===== src/rtl/asp_pkg.sv =====
package asp_pkg;
  typedef struct packed {
    logic bclk;
    logic fs;
    logic din;
  } asp_line_t;

  localparam int unsigned LINE_W = $bits(asp_line_t);
endpackage


===== src/rtl/asp_sync.sv =====
module asp_sync #(
  parameter int unsigned WIDTH  = 3,
  parameter int unsigned STAGES = 2
) (
  input  logic             clk,
  input  logic             rst,
  input  logic [WIDTH-1:0] async_i,
  output logic [WIDTH-1:0] sync_o
);
  logic [STAGES-1:0][WIDTH-1:0] chain_q;

  always_ff @(posedge clk) begin
    if (rst) chain_q <= '0;
    else     chain_q <= {chain_q[STAGES-2:0], async_i};
  end

  assign sync_o = chain_q[STAGES-1];
endmodule


===== src/rtl/asp_rx.sv =====
module asp_rx #(
  parameter int unsigned WORD_W = 16,
  localparam int unsigned CNT_W = $clog2(WORD_W)
) (
  input  logic              clk,
  input  logic              rst,
  input  logic              tick_i,
  input  logic              fs_i,
  input  logic              bit_i,
  input  logic              take_i,
  output logic [WORD_W-1:0] data_o,
  output logic              valid_o,
  output logic              overrun_o
);
  logic [WORD_W-1:0] shift_q;
  logic [WORD_W-1:0] shift_nx;
  logic [CNT_W-1:0]  count_q;
  logic              busy_q;
  logic              pend_q;
  logic              done;

  assign shift_nx = {shift_q[WORD_W-2:0], bit_i};
  assign done     = tick_i && !fs_i && busy_q && (count_q == CNT_W'(WORD_W-1));

  always_ff @(posedge clk) begin
    if (rst) begin
      shift_q   <= '0;
      count_q   <= '0;
      busy_q    <= 1'b0;
      pend_q    <= 1'b0;
      data_o    <= '0;
      valid_o   <= 1'b0;
      overrun_o <= 1'b0;
    end else begin
      valid_o   <= 1'b0;
      overrun_o <= 1'b0;
      if (tick_i) begin
        if (fs_i) begin
          shift_q <= shift_nx;
          count_q <= CNT_W'(1);
          busy_q  <= 1'b1;
        end else if (busy_q) begin
          shift_q <= shift_nx;
          count_q <= count_q + CNT_W'(1);
          if (count_q == CNT_W'(WORD_W-1)) busy_q <= 1'b0;
        end
      end
      if (done) begin
        data_o    <= shift_nx;
        valid_o   <= 1'b1;
        overrun_o <= pend_q && !take_i;
        pend_q    <= 1'b1;
      end else if (take_i) begin
        pend_q <= 1'b0;
      end
    end
  end
endmodule


===== src/rtl/asp_tx.sv =====
module asp_tx #(
  parameter int unsigned WORD_W = 16,
  localparam int unsigned CNT_W = $clog2(WORD_W)
) (
  input  logic              clk,
  input  logic              rst,
  input  logic              load_i,
  input  logic              shift_i,
  input  logic [WORD_W-1:0] data_i,
  input  logic              valid_i,
  output logic              ready_o,
  output logic              event_o,
  output logic              underrun_o,
  output logic              dout_o
);
  logic [WORD_W-1:0] hold_q;
  logic [WORD_W-1:0] shift_q;
  logic [CNT_W-1:0]  left_q;

  always_ff @(posedge clk) begin
    if (rst) begin
      hold_q     <= '0;
      shift_q    <= '0;
      left_q     <= '0;
      ready_o    <= 1'b1;
      event_o    <= 1'b0;
      underrun_o <= 1'b0;
      dout_o     <= 1'b0;
    end else begin
      event_o    <= 1'b0;
      underrun_o <= 1'b0;
      if (load_i) begin
        if (!ready_o) begin
          dout_o  <= hold_q[WORD_W-1];
          shift_q <= {hold_q[WORD_W-2:0], 1'b0};
          left_q  <= CNT_W'(WORD_W-1);
          ready_o <= 1'b1;
          event_o <= 1'b1;
        end else begin
          dout_o     <= 1'b0;
          shift_q    <= '0;
          left_q     <= '0;
          underrun_o <= 1'b1;
        end
      end else if (shift_i) begin
        if (left_q != '0) begin
          dout_o  <= shift_q[WORD_W-1];
          shift_q <= {shift_q[WORD_W-2:0], 1'b0};
          left_q  <= left_q - CNT_W'(1);
        end else begin
          dout_o <= 1'b0;
        end
      end
      if (valid_i && ready_o) begin
        hold_q  <= data_i;
        ready_o <= 1'b0;
      end
    end
  end
endmodule


===== src/rtl/audio_serial_port.sv =====
module audio_serial_port #(
  parameter int unsigned WORD_W      = 16,
  parameter int unsigned SYNC_STAGES = 2
) (
  input  logic              clk,
  input  logic              rst,
  input  logic              ser_bclk_i,
  input  logic              ser_fs_i,
  input  logic              ser_din_i,
  output logic              ser_dout_o,
  input  logic              loopback_i,
  input  logic [WORD_W-1:0] tx_data_i,
  input  logic              tx_valid_i,
  output logic              tx_ready_o,
  output logic              tx_event_o,
  output logic              underrun_o,
  output logic [WORD_W-1:0] rx_data_o,
  output logic              rx_valid_o,
  input  logic              rx_take_i,
  output logic              overrun_o
);
  import asp_pkg::*;

  asp_line_t line_raw, line_s;
  logic      bclk_d, fs_d;
  logic      bclk_rise, bclk_fall, fs_rise;
  logic      rx_bit;

  assign line_raw = '{bclk: ser_bclk_i, fs: ser_fs_i, din: ser_din_i};

  asp_sync #(.WIDTH(LINE_W), .STAGES(SYNC_STAGES)) u_sync (
    .clk     (clk),
    .rst     (rst),
    .async_i (line_raw),
    .sync_o  (line_s)
  );

  always_ff @(posedge clk) begin
    if (rst) begin
      bclk_d <= 1'b0;
      fs_d   <= 1'b0;
    end else begin
      bclk_d <= line_s.bclk;
      fs_d   <= line_s.fs;
    end
  end

  assign bclk_rise = line_s.bclk && !bclk_d;
  assign bclk_fall = !line_s.bclk && bclk_d;
  assign fs_rise   = line_s.fs && !fs_d;
  assign rx_bit    = loopback_i ? ser_dout_o : line_s.din;

  asp_tx #(.WORD_W(WORD_W)) u_tx (
    .clk        (clk),
    .rst        (rst),
    .load_i     (fs_rise),
    .shift_i    (bclk_fall),
    .data_i     (tx_data_i),
    .valid_i    (tx_valid_i),
    .ready_o    (tx_ready_o),
    .event_o    (tx_event_o),
    .underrun_o (underrun_o),
    .dout_o     (ser_dout_o)
  );

  asp_rx #(.WORD_W(WORD_W)) u_rx (
    .clk       (clk),
    .rst       (rst),
    .tick_i    (bclk_rise),
    .fs_i      (line_s.fs),
    .bit_i     (rx_bit),
    .take_i    (rx_take_i),
    .data_o    (rx_data_o),
    .valid_o   (rx_valid_o),
    .overrun_o (overrun_o)
  );
endmodule


===== config.mk =====
export PLATFORM = sky130hd
export DESIGN_NAME = audio_serial_port
export DESIGN_NICKNAME = d
export VERILOG_FILES = /design/src/rtl/asp_pkg.sv /design/src/rtl/asp_sync.sv /design/src/rtl/asp_rx.sv /design/src/rtl/asp_tx.sv /design/src/rtl/audio_serial_port.sv
export SDC_FILE = /design/constraint.sdc
export NUM_CORES = 1
export LEC_CHECK = 0
export BUFFER_PORTS_ARGS = -buffer_cell sky130_fd_sc_hd__clkbuf_2
export CAP_MARGIN = 20
export CORE_AREA = 2 2 84 86
export CTS_CLUSTER_DIAMETER = 50
export DETAILED_ROUTE_END_ITERATION = 16
export DIE_AREA = 0 0 86 88
export GPL_ROUTABILITY_DRIVEN = 0
export GPL_TIMING_DRIVEN = 1
export PLACE_DENSITY = 0.73
export SLEW_MARGIN = 15
export SYNTH_ARGS = -nofsm -noshare
export SYNTH_HDL_FRONTEND = slang
export SYNTH_SLANG_ARGS = --single-unit

===== constraint.sdc =====
create_clock -name clk -period 1.7 [get_ports clk]
set_clock_uncertainty 0.15 [all_clocks]
set_input_delay 0.34 -clock clk [delete_from_list [all_inputs] [get_ports clk]]
set_output_delay 0.34 -clock clk [all_outputs]
set_load 0.03 [all_outputs]

==> results of run 1 <==
==> synthesized netlist by cell type (2+ instances only) <==
cell type   n
nand2_1    97
dfxtp_1    86
a21oi_1    67
nor2_1     24
clkbuf_1   17
a211oi_1   15
nor3b_1    15
nor2b_1     9
inv_1       7
buf_2       6
buf_6       5
nand2b_1    4
a22oi_1     3
nand3_1     3
a211oi_2    2
a311oi_1    2
ha_1        2
nor3_1      2
==> worst register-to-register path: cells and delay by family (launching register included) <==
kind	cells	cell delay [ns]
and+or+nand+nor	1	0.39
adders and majority gates	1	0.12
DFF	1	0.33
buffers and inverters	2	0.24
AOI/OAI and AO/OA	2	0.51
==> flip-flops by register name, summed over array words and instances (netlist names), 3 cells and up <==
signal,count
u_rx.count_q,4
u_tx.shift_q,15
u_sync.chain_q,3
u_tx.hold_q,16
u_sync.sync_o,3
u_rx.data_o,16
u_rx.shift_q,15
u_tx.left_q,4
==> cell type report <==
| class | instances | area, µm² | share of cell area (%) |
|---|---|---|---|
| Clock buffer | 10 | 138 | 3.40 |
| Clock inverter | 6 | 71.3 | 1.76 |
| Inverter | 7 | 26.3 | 0.650 |
| Multi-Input combinational cell | 266 | 1510 | 37.3 |
| Sequential cell | 86 | 1720 | 42.6 |
| Tap cell | 80 | 100 | 2.48 |
| Timing Repair Buffer | 72 | 474 | 11.7 |
==> worst max-delay path by stage <==
stage	to	slack [ns]	cells past startpoint
after floorplan	u_tx.left_q[2]	-0.04	8
after global placement	u_tx.left_q[1]	-0.08	7
after detailed placement	u_tx.shift_q[5]	-0.13	6
after CTS	u_tx.left_q[1]	-0.07	7
after global routing	u_tx.shift_q[7]	-0.16	6
final	u_tx.shift_q[7]	-0.13	6
==> metal layers <==
layer	GRT usage, %	vias up	share of wire, %
li1	-	1417	-
met1	24.6	1275	48
met2	28.8	55	46
met3	3.49	16	3.6
met4	10.1	0	2.7
met5	0	-	0
==> cell families after synthesis <==
| family | count (synthesis) |
|---|---|
| flip-flops | 86 |
| AND/OR/NAND/NOR | 162 |
| XOR/XNOR | 1 |
| multiplexers | 1 |
| AO/OA/AOI/OAI | 99 |
| adder cells (fa/ha/maj) | 2 |
| buffers and inverters | 37 |
==> through the flow <==
step | power, W | hold slack, ns | instances
after floorplan | 0.00236 | 0.264 | 388
after global placement | 0.00247 | 0.274 | 508
after detailed placement | 0.00248 | 0.273 | 508
after CTS | 0.00394 | 0.0311 | 526
after global routing | 0.00412 | 0.0351 | 527
final | 0.00395 | 0.0416 | 527
==> timing repair <==
item | 4_1_cts | 5_1_grt
pin swaps | 0 | 2
gates cloned | 2 | 0
endpoints found under the setup margin | 18 | 25
buffers inserted | 0 | 1
gates resized for setup | 13 | 17
==> power breakdown <==
| group | switching, W | leakage, nW | internal, W | total, W |
|---|---|---|---|---|
| clock | 0.000740 | 0.0987 | 0.000726 | 0.00147 |
| sequential | 0.0000370 | 0.700 | 0.00208 | 0.00211 |
| combinational | 0.000199 | 0.703 | 0.000174 | 0.000373 |
| total | 0.000976 | 1.50 | 0.00298 | 0.00395 |
==> results.cfg, run 1 <==
[floorplanning]
start_util_pct = 49.6
dieArea_um2 = 7570
ioPinCount = 46
fp.coreArea_um2 = 6640
die_h_um = 88
die_x_um = 86
rows = 30

[timing]
fin_crit_sh_pct = 107
hold_viol_final = 0
fin_crit_ns = 1.83
finalSetupTns_ns = -1.48
fin_ws_ns = -0.126
setup_viol = 20
drv_slew = 0
grt_setup_unrepaired = true
slew_headroom_pct = 70.1
worst_slew_pin_slew_ns = 0.449
max_freq_mhz = 548

[setup_path]
r2r_cells = 6
critical-path-top-delay-family = compound AO/OA/AOI/OAI gates
r2r_start = u_tx.left_q[1]
r2r_slack_ns = -0.13
crit_path_top_delay_cell = or3b_4
rr_endpoint = u_tx.shift_q[7]
crit_start = u_tx.left_q[1]
cp_max_fo = 18
cp-end-kind = flop
criticalPathCategory = reg -> reg
cp-start-kind = flop
path_cells = inv_2 -> ha_4 -> or3b_4 -> a31o_4 -> buf_12 -> a211oi_2
cp_num_buf_inv = 2
cp.arrival_ns = 1.94
crit_required_ns = 1.82
cpPeakStageDelay_ns = 0.39

[clocking]
hold_buffers = 0
clkLatencyLatePin_ns = 0.35
cts_buffer_depth = 2
clock-root-buffer = clkbuf_8
cts-htree-levels = 3
tritoncts = done
cts.sinks = 86
cts_buffers = 9
path_clk_slew_ns = 0.09

[yosys]
yosys.area.top_type = dfxtp_1
synth_ff_type = dfxtp_1
ys.warnings.count = 0
synth_top_family_by_area = simple AND/OR/NAND/NOR gates
synthAdderAreaFrac_pct = 0.760
synthArstFlopShare_pct = 0
synthSimpleGateAreaFrac_pct = 22.6
netlist-cell-type-count = 40
synth-xor-area-share_pct = 0.266
synth_compound_area_share_pct = 18.1
synth-seq-area-share_pct = 52.3
syn_area_um2 = 3290
syn_inst = 388
post-synth-top-area-fraction_pct = 52.3
syn_avg_cell_area_um2 = 8.49
synth.area.mux_share_pct = 0.304
ys_top_cells_by_area = dfxtp_1, nand2_1, a21oi_1
synth_seq_cells = 86
synth_edf_count = 0
synth_nets = 414

[worst_hold_path]
hold_end = u_sync.chain_q[1]
hold_depth = 2
worstHoldStart = ser_fs_i
min_path_type = in -> reg

[final_layout]
nets = 468
drive_above_1_share_pct = 28.4
n_antenna_cell = 0
final_common_cell = nand2_1
design_area_um2 = 4040
finish.utilization_pct = 60.9
num-fill-cells = 591
final_cell_mix = nand2_1, dfxtp_1, a21oi_1
area_growth_pct = 22.7

[power_and_ir_drop]
vdd_drop_max_v = 0.000470
p_leak_nw = 1.50
cellPowerDensity_nw_per_um2 = 977

[global_routing]
grt_overflow = 0
grt_start_max_net_pins = 39
antenna_found_initial = 0
grt_first_pass_wirelength_um = 11200
grtUsageTotal_pct = 18.6
grt_pass1_vias = 2519

[outcome]
violations = setup timing
run_status = complete, but fails checks

[detailed_routing]
antenna_left = 0
via_per_inst = 5.24
drcViolationCount = 0
wl_per_cell_um = 12.8
wl_um = 6730
vias = 2763
drt_iter0_drc = 104
dr.pass1.iters = 4

[place]
place_area_um2 = 3700
dp_slack_ns = -0.127
place.port_buffers = 45
hpwl_um = 4280

[run]
cap_violations = 0
No activity file was read; power rests on OpenSTA's default activity.
==> inputs of run 2 (changes only) <==
Settings changed: CORE_AREA 2 2 84 86 to 2 2 83 85, CTS_BUF_LIST set to sky130_fd_sc_hd__clkbuf_2, DIE_AREA 0 0 86 88 to 0 0 85 87, PLACE_DENSITY 0.73 to 0.72.
Clock period 1.7 ns to 2.2 ns, I/O delays scaled along.
==> results.cfg, run 2 (same netlist as run 1, synthesis figures left out) <==
[final_layout]
final_common_cell = nand2_1
reg_top3 = u_rx.data_o x16, u_tx.hold_q x16
final_cell_mix = nand2_1, dfxtp_1, a21oi_1
nets = 468
drive_above_1_share_pct = 17.0
multi_input_area_um2 = 1390
area_growth_pct = 17.6
n_antenna_cell = 0
regArea_um2 = 1720
num-fill-cells = 601

[detailed_routing]
dr.pass1.iters = 4
vias = 2734
drt_iter0_drc = 129
wl_um = 6550
drcViolationCount = 0
antenna_left = 0
wl_per_cell_um = 12.4
via_per_inst = 5.19

[timing]
worst_slew_pin_slew_ns = 0.613
hold_ws_ns = 0.0324
slew_headroom_pct = 59.1
fin_crit_sh_pct = 89.9
fin_crit_ns = 1.98
max_freq_mhz = 506
grt_setup_unrepaired = false
hold_viol_final = 0
setup_viol = 0
finalSetupTns_ns = 0
drv_slew = 0

[floorplanning]
ioPinCount = 46
rows = 30
die_h_um = 87
fp.coreArea_um2 = 6570
start_util_pct = 50.2
dieArea_um2 = 7400
die_x_um = 85

[power_and_ir_drop]
switching_power_w = 0.000714
p_int_w = 0.00211
p_leak_nw = 1.43
swShare_pct = 25.3
cellPowerDensity_nw_per_um2 = 728
seq_power_share_pct = 58.2
clock_power_share_pct = 33.4
pwr-share-comb_pct = 8.5
vdd_drop_max_v = 0.000448

[setup_path]
crit_required_ns = 1.61
criticalPathCategory = reg -> out
cp-start-kind = flop
cp_max_fo = 10
cp-end-kind = output pin
cp.arrival_ns = 1.39
critical-path-top-delay-family = flip-flops
cp_num_buf_inv = 1
path_cells = clkbuf_2
cpPeakStageDelay_ns = 0.60
crit_path_top_delay_cell = dfxtp_1

[clocking]
cts.sinks = 86
clock-root-buffer = clkbuf_2
path_clk_slew_ns = 0.24
cts-htree-levels = 3
tritoncts = done
cts_resized = 0
cts_buffer_depth = 2
clkLatencyLatePin_ns = 0.52
cts_buffers = 9

[run]
cap_violations = 0

[global_routing]
antenna_found_initial = 0
grt_pass1_vias = 2508
grt_start_max_net_pins = 87
grtUsageTotal_pct = 18.6
grt_first_pass_wirelength_um = 11200
grt_overflow = 0

[worst_hold_path]
min_path_type = in -> reg

[place]
place.port_buffers = 45
hpwl_um = 4070

[outcome]
run_status = finished, final reports clean
-- run 2: power by group through the flow --
stage               Combinational [W]  Sequential (W)  Clock (W)
global route                 0.000268         0.00165    0.00105
detailed placement           0.000211         0.00167          0
floorplan                    0.000154         0.00167          0
finish                       0.000239         0.00164   0.000942
global placement             0.000204         0.00167          0
CTS                          0.000238         0.00164   0.000969
-- run 2: final timing paths --
check                                        from          endpoint  slack (ns)  cells after the start
worst min-delay path                   tx_valid_i      u_tx.ready_o        0.03                      4
worst min register to register  u_sync.chain_q[2]  u_sync.sync_o[2]        0.31                      1
worst max-delay path                 u_tx.ready_o        tx_ready_o        0.22                      1
worst max register to register     u_tx.left_q[0]    u_tx.left_q[2]        0.27                      7
-- run 2: area by class of cell --
| type | instances | area share [%] |
|---|---|---|
| flip-flops and latches | 86 | 44.4 |
| well taps | 80 | 2.58 |
| inverters | 7 | 0.678 |
| repair buffers | 73 | 12.8 |
| clock buffers | 9 | 1.16 |
| multi-input cells | 265 | 35.7 |
| clock inverters | 7 | 2.62 |
-- run 2: routing by layer --
metal  vias to the layer above  GRT usage, %  part of all wire, %
li1                       1416             -                    -
met1                      1248          23.5                   47
met2                        62          30.3                   48
met3                         8          4.17                  4.2
met4                         0          8.66                  1.5
met5                         -             0                    0
-- run 2: metrics by stage --
stage	total power, W	instances	setup slack [ns]	util, %	instance area (µm²)
final	0.00282	527	0.222	59.0	3870
after global routing	0.00297	527	0.0927	59.0	3870
after CTS	0.00285	526	0.173	58.9	3870
after detailed placement	0.00188	491	0.290	53.8	3530
after global placement	0.00187	491	0.356	53.8	3530
after floorplan	0.00182	388	0.358	-	3290
-- run 2: what timing repair did --
action | CTS | global route
setup endpoints to repair | 0 | 0
buffers inserted | 0 | 0
hold buffers | 19 | 0
endpoints found under the hold margin | 19 | 0
==> inputs of run 3 (changes only) <==
Settings changed: CORE_AREA 2 2 83 85 to 2 2 80 82, DIE_AREA 0 0 85 87 to 0 0 82 84, PLACE_DENSITY 0.72 to 0.77.
Clock period 2.2 ns to 2.15 ns, I/O delays scaled along.
==> results.cfg, run 3 (same netlist as run 1, synthesis figures left out) <==
[clocking]
cts_buffer_depth = 2
path_clk_slew_ns = 0.23
hold_buffers = 21
clkLatencyLatePin_ns = 0.55
cts_buffers = 9
tritoncts = done
clock-root-buffer = clkbuf_2
cts_resized = 0
cts_setup_buffers = 0
cts.sinks = 86
cts-htree-levels = 3

[power_and_ir_drop]
clock_power_share_pct = 27.6
pwr-share-comb_pct = 9.1
vdd_drop_max_v = 0.000500
p_int_w = 0.00192
seq_power_share_pct = 63.3
p_leak_nw = 1.40
power_w = 0.00265
cellPowerDensity_nw_per_um2 = 693
swShare_pct = 27.5
switching_power_w = 0.000729

[global_routing]
antenna_found_initial = 0
grtUsageTotal_pct = 20.0
grt_first_pass_wirelength_um = 10800
grt_overflow = 0
grt_pass1_vias = 2579
grt_start_max_net_pins = 71

[timing]
hold_viol_final = 0
slew_headroom_pct = 57.7
drv_slew = 0
hold_ws_ns = 0.143
fin_ws_ns = 0.155
worst_slew_pin_slew_ns = 0.635
fin_crit_ns = 2.00
setup_viol = 0
max_freq_mhz = 501
grt_setup_unrepaired = false
finalSetupTns_ns = 0
fin_crit_sh_pct = 92.8

[detailed_routing]
drcViolationCount = 0
via_per_inst = 5.22
antenna_left = 0
dr.pass1.iters = 4
wl_per_cell_um = 12.2
drt_iter0_drc = 72
wl_um = 6370
vias = 2724

[setup_path]
criticalPathCategory = reg -> reg
cp.arrival_ns = 2.27
crit_path_top_delay_cell = dfxtp_1
cp-end-kind = flop
cp_max_fo = 30
r2r_cells = 7
cpPeakStageDelay_ns = 0.40
cp-start-kind = flop
crit_required_ns = 2.43
path_cells = inv_1 -> ha_1 -> or3b_1 -> a31o_1 -> buf_12 -> a22oi_1 -> nor2_1

[worst_hold_path]
hold_depth = 2
min_path_type = in -> reg

[floorplanning]
start_util_pct = 54.0
fp.coreArea_um2 = 6100
rows = 29
dieArea_um2 = 6890
die_h_um = 84
die_x_um = 82
ioPinCount = 46

[final_layout]
area_growth_pct = 16.2
design_area_um2 = 3830
n_antenna_cell = 0
drive_above_1_share_pct = 16.2
multi_input_area_um2 = 1390
regArea_um2 = 1720
reg_top3 = u_rx.data_o x16, u_tx.hold_q x16
final_cell_mix = nand2_1, dfxtp_1, a21oi_1
num-fill-cells = 542
final_common_cell = nand2_1
nets = 466

[place]
dp_slack_ns = 0.207
hpwl_um = 3890
place.port_buffers = 45
place_area_um2 = 3520

[run]
cap_violations = 0

[outcome]
run_status = finished, final reports clean
## run 3: worst max-delay path: cells and delay by family, from the launching register on
family                   cells  cell delay, ns
AND/OR/NAND/NOR              2            0.43
buffers and inverters        2            0.27
AO/OA/AOI/OAI                2            0.50
flip-flops                   1            0.40
adder cells (fa/ha/maj)      1            0.17
## run 3: metal layers
metal / share of wire (%) / wire length (µm) / global-route usage (%) / vias to the layer above
met4: 2.0 / 130 / 11.8 / 0
met3: 4.1 / 264 / 3.57 / 16
met5: 0 / 0 / 0 / -
li1: - / - / - / 1421
met2: 46 / 2940 / 31.6 / 62
met1: 48 / 3030 / 25.0 / 1225
## run 3: worst paths after layout
check / start / endpoint / slack, ns
min: rst / u_rx.shift_q[11] / 0.14
max: u_tx.left_q[0] / u_tx.left_q[2] / 0.15
min reg2reg: u_sync.chain_q[2] / u_sync.sync_o[2] / 0.31
max reg2reg: u_tx.left_q[0] / u_tx.left_q[2] / 0.15
## run 3: final cells by class
| class | instances | share of cell area [%] |
|---|---|---|
| inverter | 7 | 0.686 |
| tap | 77 | 2.52 |
| multi-input combinational | 265 | 36.2 |
| sequential | 86 | 45.0 |
| clock buffer | 9 | 1.18 |
| clock inverter | 7 | 1.44 |
| timing repair buffer | 71 | 13.0 |
## run 3: stage by stage
stage | utilization, % | cells
5_1_grt | 62.8 | 522
4_1_cts | 62.8 | 522
2_1_floorplan | - | 388
3_3_place_gp | 57.7 | 485
3_5_place_dp | 57.7 | 485
6_report | 62.8 | 522
## run 3: power by group through the flow
| stage | Sequential, W | Clock [W] | Combinational [W] |
|---|---|---|---|
| 2_1_floorplan | 0.00171 | 0 | 0.000158 |
| 3_3_place_gp | 0.00171 | 0 | 0.000205 |
| 3_5_place_dp | 0.00171 | 0 | 0.000211 |
| 4_1_cts | 0.00168 | 0.000757 | 0.000241 |
| 5_1_grt | 0.00169 | 0.000835 | 0.000269 |
| 6_report | 0.00168 | 0.000733 | 0.000241 |
